$ cat config.mk
export PLATFORM = sky130hd
export DESIGN_NAME = pll_holdover_ctrl
export DESIGN_NICKNAME = d
export VERILOG_FILES = /design/src/rtl/holdover_pkg.sv /design/src/rtl/hold_qualify.sv /design/src/rtl/hold_fsm.sv /design/src/rtl/edge_pulse.sv /design/src/rtl/pll_holdover_ctrl.sv
export SDC_FILE = /design/constraint.sdc
export NUM_CORES = 1
export LEC_CHECK = 0
export ABC_AREA = 0
export BUFFER_PORTS_ARGS = -buffer_cell sky130_fd_sc_hd__buf_2
export CAP_MARGIN = 0
export CORE_AREA = 2 2 39 41
export CTS_CLUSTER_SIZE = 14
export DETAILED_ROUTE_END_ITERATION = 8
export DIE_AREA = 0 0 41 43
export GPL_ROUTABILITY_DRIVEN = 0
export PLACE_DENSITY_LB_ADDON = 0.1
export SLEW_MARGIN = 20
export SYNTH_ARGS = -nofsm -noshare
export SYNTH_HDL_FRONTEND = slang
export SYNTH_SLANG_ARGS = --single-unit
$ cat constraint.sdc
create_clock -name clk -period 1.9 [get_ports clk]
set_clock_uncertainty 0.15 [all_clocks]
set_input_delay 0.19 -clock clk [delete_from_list [all_inputs] [get_ports clk]]
set_output_delay 0.19 -clock clk [all_outputs]
set_load 0.02 [all_outputs]
$ cat src/rtl/holdover_pkg.sv
package holdover_pkg;
  typedef enum logic [1:0] {
    HS_REARM  = 2'd0,
    HS_LOCKED = 2'd1,
    HS_HOLD   = 2'd2,
    HS_ALIGN  = 2'd3
  } hold_state_e;
endpackage

$ cat src/rtl/hold_qualify.sv
module hold_qualify (
  input  logic lock_ok_i,
  input  logic lock_det_en_i,
  input  logic lock_cmp_i,
  input  logic cmp_en_i,
  input  logic pfd_tick_i,
  input  logic ref_edge_i,
  input  logic swo_busy_i,
  input  logic hold_en_a_i,
  input  logic hold_en_b_i,
  input  logic ext_mode_i,
  input  logic ext_req_i,
  output logic rearm_ok_o,
  output logic enter_o,
  output logic leave_o,
  output logic align_evt_o
);
  logic pin_high;
  logic hold_en;
  logic ref_event;
  logic lock_lost;
  logic int_enter;
  logic int_leave;

  // comparator flag counts as high when the comparator is not used
  assign pin_high  = cmp_en_i ? lock_cmp_i : 1'b1;
  assign hold_en   = hold_en_a_i & hold_en_b_i;
  assign ref_event = pfd_tick_i & ref_edge_i;
  assign lock_lost = lock_det_en_i & ~lock_ok_i;

  // internal path: a tick without an edge, or any tick while switching references
  assign int_enter = lock_lost & pfd_tick_i & (~ref_edge_i | swo_busy_i);
  assign int_leave = ref_event;

  always_comb begin
    rearm_ok_o  = pin_high & (ext_mode_i | (lock_det_en_i & lock_ok_i));
    enter_o     = hold_en & (ext_mode_i ? ext_req_i : int_enter);
    leave_o     = ~hold_en | (ext_mode_i ? ~ext_req_i : int_leave);
    align_evt_o = ref_event;
  end
endmodule

$ cat src/rtl/hold_fsm.sv
module hold_fsm
  import holdover_pkg::*;
(
  input  logic        clk,
  input  logic        rst,
  input  logic        rearm_ok_i,
  input  logic        enter_i,
  input  logic        leave_i,
  input  logic        align_evt_i,
  output hold_state_e state_o,
  output logic        release_o
);
  hold_state_e state_q;
  hold_state_e state_d;

  always_comb begin
    state_d = state_q;
    unique case (state_q)
      HS_REARM:  if (rearm_ok_i)  state_d = HS_LOCKED;
      HS_LOCKED: if (enter_i)     state_d = HS_HOLD;
      HS_HOLD:   if (leave_i)     state_d = HS_ALIGN;
      HS_ALIGN:  if (align_evt_i) state_d = HS_REARM;
      default:                    state_d = HS_REARM;
    endcase
  end

  always_ff @(posedge clk) begin
    if (rst) state_q <= HS_REARM;
    else     state_q <= state_d;
  end

  assign state_o   = state_q;
  assign release_o = (state_q == HS_ALIGN) & align_evt_i;

  AST_REARM_BLOCKS_HOLD: assert property (@(posedge clk) disable iff (rst)
    (state_q == HS_REARM) |=> (state_q != HS_HOLD));
  AST_HOLD_FROM_LOCKED: assert property (@(posedge clk) disable iff (rst)
    $rose(state_q == HS_HOLD) |-> ($past(state_q) == HS_LOCKED));
  AST_ALIGN_WAITS_EDGE: assert property (@(posedge clk) disable iff (rst)
    ((state_q == HS_ALIGN) && !align_evt_i) |=> (state_q == HS_ALIGN));
  AST_LOCKED_STAYS: assert property (@(posedge clk) disable iff (rst)
    ((state_q == HS_LOCKED) && !enter_i) |=> (state_q == HS_LOCKED));
endmodule

$ cat src/rtl/edge_pulse.sv
module edge_pulse (
  input  logic clk,
  input  logic rst,
  input  logic fire_i,
  output logic pulse_o
);
  logic pulse_q;

  always_ff @(posedge clk) begin
    if (rst) pulse_q <= 1'b0;
    else     pulse_q <= fire_i;
  end

  assign pulse_o = pulse_q;

  AST_PULSE_SINGLE: assert property (@(posedge clk) disable iff (rst)
    pulse_q |=> !pulse_q);
endmodule

$ cat src/rtl/pll_holdover_ctrl.sv
module pll_holdover_ctrl
  import holdover_pkg::*;
(
  input  logic clk,
  input  logic rst,
  input  logic lock_ok_i,
  input  logic lock_det_en_i,
  input  logic lock_cmp_i,
  input  logic cmp_en_i,
  input  logic pfd_tick_i,
  input  logic ref_edge_i,
  input  logic swo_busy_i,
  input  logic hold_en_a_i,
  input  logic hold_en_b_i,
  input  logic ext_mode_i,
  input  logic ext_req_i,
  output logic cp_hiz_o,
  output logic fb_div_rst_o
);
  logic        rearm_ok;
  logic        enter_req;
  logic        leave_req;
  logic        align_evt;
  logic        release_now;
  hold_state_e state;

  hold_qualify u_qual (
    .lock_ok_i     (lock_ok_i),
    .lock_det_en_i (lock_det_en_i),
    .lock_cmp_i    (lock_cmp_i),
    .cmp_en_i      (cmp_en_i),
    .pfd_tick_i    (pfd_tick_i),
    .ref_edge_i    (ref_edge_i),
    .swo_busy_i    (swo_busy_i),
    .hold_en_a_i   (hold_en_a_i),
    .hold_en_b_i   (hold_en_b_i),
    .ext_mode_i    (ext_mode_i),
    .ext_req_i     (ext_req_i),
    .rearm_ok_o    (rearm_ok),
    .enter_o       (enter_req),
    .leave_o       (leave_req),
    .align_evt_o   (align_evt)
  );

  hold_fsm u_fsm (
    .clk         (clk),
    .rst         (rst),
    .rearm_ok_i  (rearm_ok),
    .enter_i     (enter_req),
    .leave_i     (leave_req),
    .align_evt_i (align_evt),
    .state_o     (state),
    .release_o   (release_now)
  );

  // the B counter reset register loads on the same edge the state leaves alignment,
  // so it rises exactly when the charge pump leaves high impedance
  edge_pulse u_brst (
    .clk     (clk),
    .rst     (rst),
    .fire_i  (release_now),
    .pulse_o (fb_div_rst_o)
  );

  assign cp_hiz_o = (state == HS_HOLD) || (state == HS_ALIGN);

  AST_NO_ENTRY_DISABLED: assert property (@(posedge clk) disable iff (rst)
    (!cp_hiz_o && !(hold_en_a_i && hold_en_b_i)) |=> !cp_hiz_o);
  AST_NO_AUTO_WITHOUT_DET: assert property (@(posedge clk) disable iff (rst)
    (!cp_hiz_o && !ext_mode_i && !lock_det_en_i) |=> !cp_hiz_o);
  AST_BRST_WITH_RELEASE: assert property (@(posedge clk) disable iff (rst)
    fb_div_rst_o |-> (!cp_hiz_o && $past(cp_hiz_o)));
  AST_HOLD_NEEDS_TICK_OR_EXT: assert property (@(posedge clk) disable iff (rst)
    ($rose(cp_hiz_o) && !$past(ext_mode_i)) |-> $past(pfd_tick_i));
endmodule

==> flow_metrics.env <==
export IMPL_path_clk_slew_ns=0.03
export IMPL_ys_seq_elements=3
export IMPL_utilization=0.278
export IMPL_cts_root_buf="clkbuf_4"
export IMPL_ys_seq_area_frac=0.224
export IMPL_cts_tree="done"
export IMPL_path_max_fanout=4
export IMPL_syn2layout_area_growth_pct=43.5
export IMPL_dieArea_um2=1760
export IMPL_leakagePower_nw=0.189
export IMPL_synth_cell_types=15
export IMPL_route_detailed_wl_per_inst_um=9.79
export IMPL_ant_nets=0
export IMPL_syn_nets=51
export IMPL_num_vias=284
export IMPL_min_from="rst"
export IMPL_antenna_found_initial=0
export IMPL_cts_buffer_depth=2
export IMPL_cts_buffers=3
export IMPL_synth_top_family_by_area="compound AO/OA/AOI/OAI gates"
export IMPL_max_cap_viol_count=0
export IMPL_slew_viol_final=0
export IMPL_maxSlewHeadroom=0.789
export IMPL_critPathLaunchType="flip-flop"
export IMPL_synthMuxAreaShare=0
export IMPL_post_cts_buffers=0
export IMPL_p_per_area_nw_per_um2=1000
export IMPL_grt_max_degree=6
export IMPL_period_share=0.882
export IMPL_grt_pass1_wl_um=1000
export IMPL_viasPerCell=4.24
export IMPL_cts_resized=0
export IMPL_hpwl_um=574
export IMPL_hold_class="primary input to flip-flop"
export IMPL_first_global_vias=281
export IMPL_peakVddDrop_mv=0.446
export IMPL_ys_warn_count=0
export IMPL_track_usage=0.0881
export IMPL_io_buffers=14
export IMPL_final_common_cell="buf_2"
export IMPL_rrSetupSlack_ns=0.39
export IMPL_grt_ovfl_total=0
export IMPL_crit_required_ns=1.56
export IMPL_synth_area_um2=268
export IMPL_cts_sinks=3
export IMPL_routed_wl_um=656
export IMPL_synthXorXnorAreaFrac=0
export IMPL_holdBufCountCts=0
export IMPL_core_area_um2=1380
export IMPL_status="finished, final reports clean"
export IMPL_worstReg2RegStart="u_fsm.state_o[0]"
export IMPL_fin_tns_setup_ns=0
export IMPL_synth_simple_area_share=0.210
export IMPL_rr_endpoint="u_fsm.state_o[0]"
export IMPL_crit_start="u_fsm.state_o[0]"
export IMPL_ios=15
export IMPL_synth_cells=33
export IMPL_clk_latency_ns=0.23
export IMPL_r2r_cells=5
export IMPL_diodes=0
export IMPL_clock_fmax_mhz=597
export IMPL_htreeDepth=1
export IMPL_postSynthAreaPerCell_um2=8.11
export IMPL_synth_adder_area_share=0.234
export IMPL_crit_type="flip-flop to output port"
export IMPL_rsz0062_at_grt="no"
export IMPL_crit_path_end="cp_hiz_o"
export IMPL_worst_ep_arrival_time_ns=1.34
export IMPL_initial_core_util=0.193
export IMPL_first_pass_iters=2
export IMPL_num_rows=14
export IMPL_die_w_um=41
export IMPL_nNetsFinal=70
export IMPL_mostFrequentLayoutCells="buf_2 (14), ha_1 (5), inv_1 (4), o21ai_0 (4)"
export IMPL_die_y_um=43
export IMPL_finalHoldViolCount=0
export IMPL_drc=0
export IMPL_drive_gt1_frac=0.373
export IMPL_worstSetupEndpointType="output port"
export IMPL_setup_viol=0
export IMPL_drtIter0Drc=6
export IMPL_tightestPinTransition_ns=0.315
export IMPL_period_needed_ns=1.68
export IMPL_synth_compound_area_frac=0.276
==> routing by layer <==
layer / track usage / vias up / part of all wire
met2: 0.141 / 12 / 0.48
met3: 0.0157 / 0 / 0.13
met1: 0.0796 / 121 / 0.39
met5: 0 / - / 0
li1: - / 151 / -
met4: 0.100 / 0 / 0
==> power by group <==
part           total [mW]  leakage [nW]  switching [mW]  internal [mW]
Sequential         0.0943        0.0245          0.0128         0.0815
Clock               0.109        0.0150          0.0308         0.0785
Combinational       0.182         0.149           0.104         0.0778
==> worst min-delay path by stage <==
stage	depth (start not counted)	endpoint	slack [ns]
after floorplan	1	u_brst.pulse_o	0.12
after global placement	2	u_brst.pulse_o	0.28
after detailed placement	2	u_brst.pulse_o	0.29
after CTS	2	u_brst.pulse_o	0.04
after global routing	2	u_brst.pulse_o	0.05
final	2	u_brst.pulse_o	0.05
==> registers in the layout (all words and copies together), names as in the netlist <==
register        count
u_brst.pulse_o      1
u_fsm.state_o       2
==> cell families (layout without fill, tap and decap cells) <==
family | count (synthesis) | in the layout
flip-flops | 3 | 3
buffers and inverters | 4 | 22
AND/OR/NAND/NOR | 10 | 10
adder cells (fa/ha/maj) | 5 | 5
AO/OA/AOI/OAI | 11 | 11
==> synthesized netlist by cell type <==
library cell | n | area, µm²
dfxtp_1 | 3 | 60.1
ha_1 | 5 | 62.6
nor3b_1 | 1 | 7.51
nor2_1 | 3 | 11.3
o41ai_1 | 2 | 17.5
a21oi_1 | 1 | 5.00
inv_1 | 4 | 15.0
nand2_1 | 3 | 11.3
or2_2 | 1 | 6.26
o21ai_0 | 4 | 20.0
nor2b_1 | 1 | 6.26
o211ai_1 | 2 | 15.0
o21a_1 | 1 | 7.51
nor2b_4 | 1 | 13.8
o31a_1 | 1 | 8.76
==> layout make-up <==
| class | instances | area (µm²) |
|---|---|---|
| timing repair buffer | 14 | 70.1 |
| tap | 16 | 20.0 |
| fill | 167 | 1000 |
| clock buffer | 4 | 26.3 |
| inverter | 4 | 15.0 |
| multi-input combinational | 26 | 193 |
| sequential | 3 | 60.1 |
==> through the flow <==
| step | instances | cell area, µm² | worst slack [ns] | hold WS, ns | total power [mW] |
|---|---|---|---|---|---|
| finish | 67 | 384 | 0.224 | 0.0516 | 0.385 |
| global route | 67 | 384 | 0.131 | 0.0517 | 0.444 |
| CTS | 67 | 384 | 0.196 | 0.0426 | 0.400 |
| detailed placement | 63 | 358 | 0.345 | 0.289 | 0.283 |
| global placement | 63 | 358 | 0.310 | 0.283 | 0.282 |
| floorplan | 33 | 268 | 0.519 | 0.116 | 0.226 |
==> worst max-delay path: stages (launching register included) <==
cell and delay (ns):
dfxtp_1 0.34, inv_1 0.09, ha_1 0.23, or2_2 0.29, buf_2 0.16
Power figures use the tool's default switching activity.
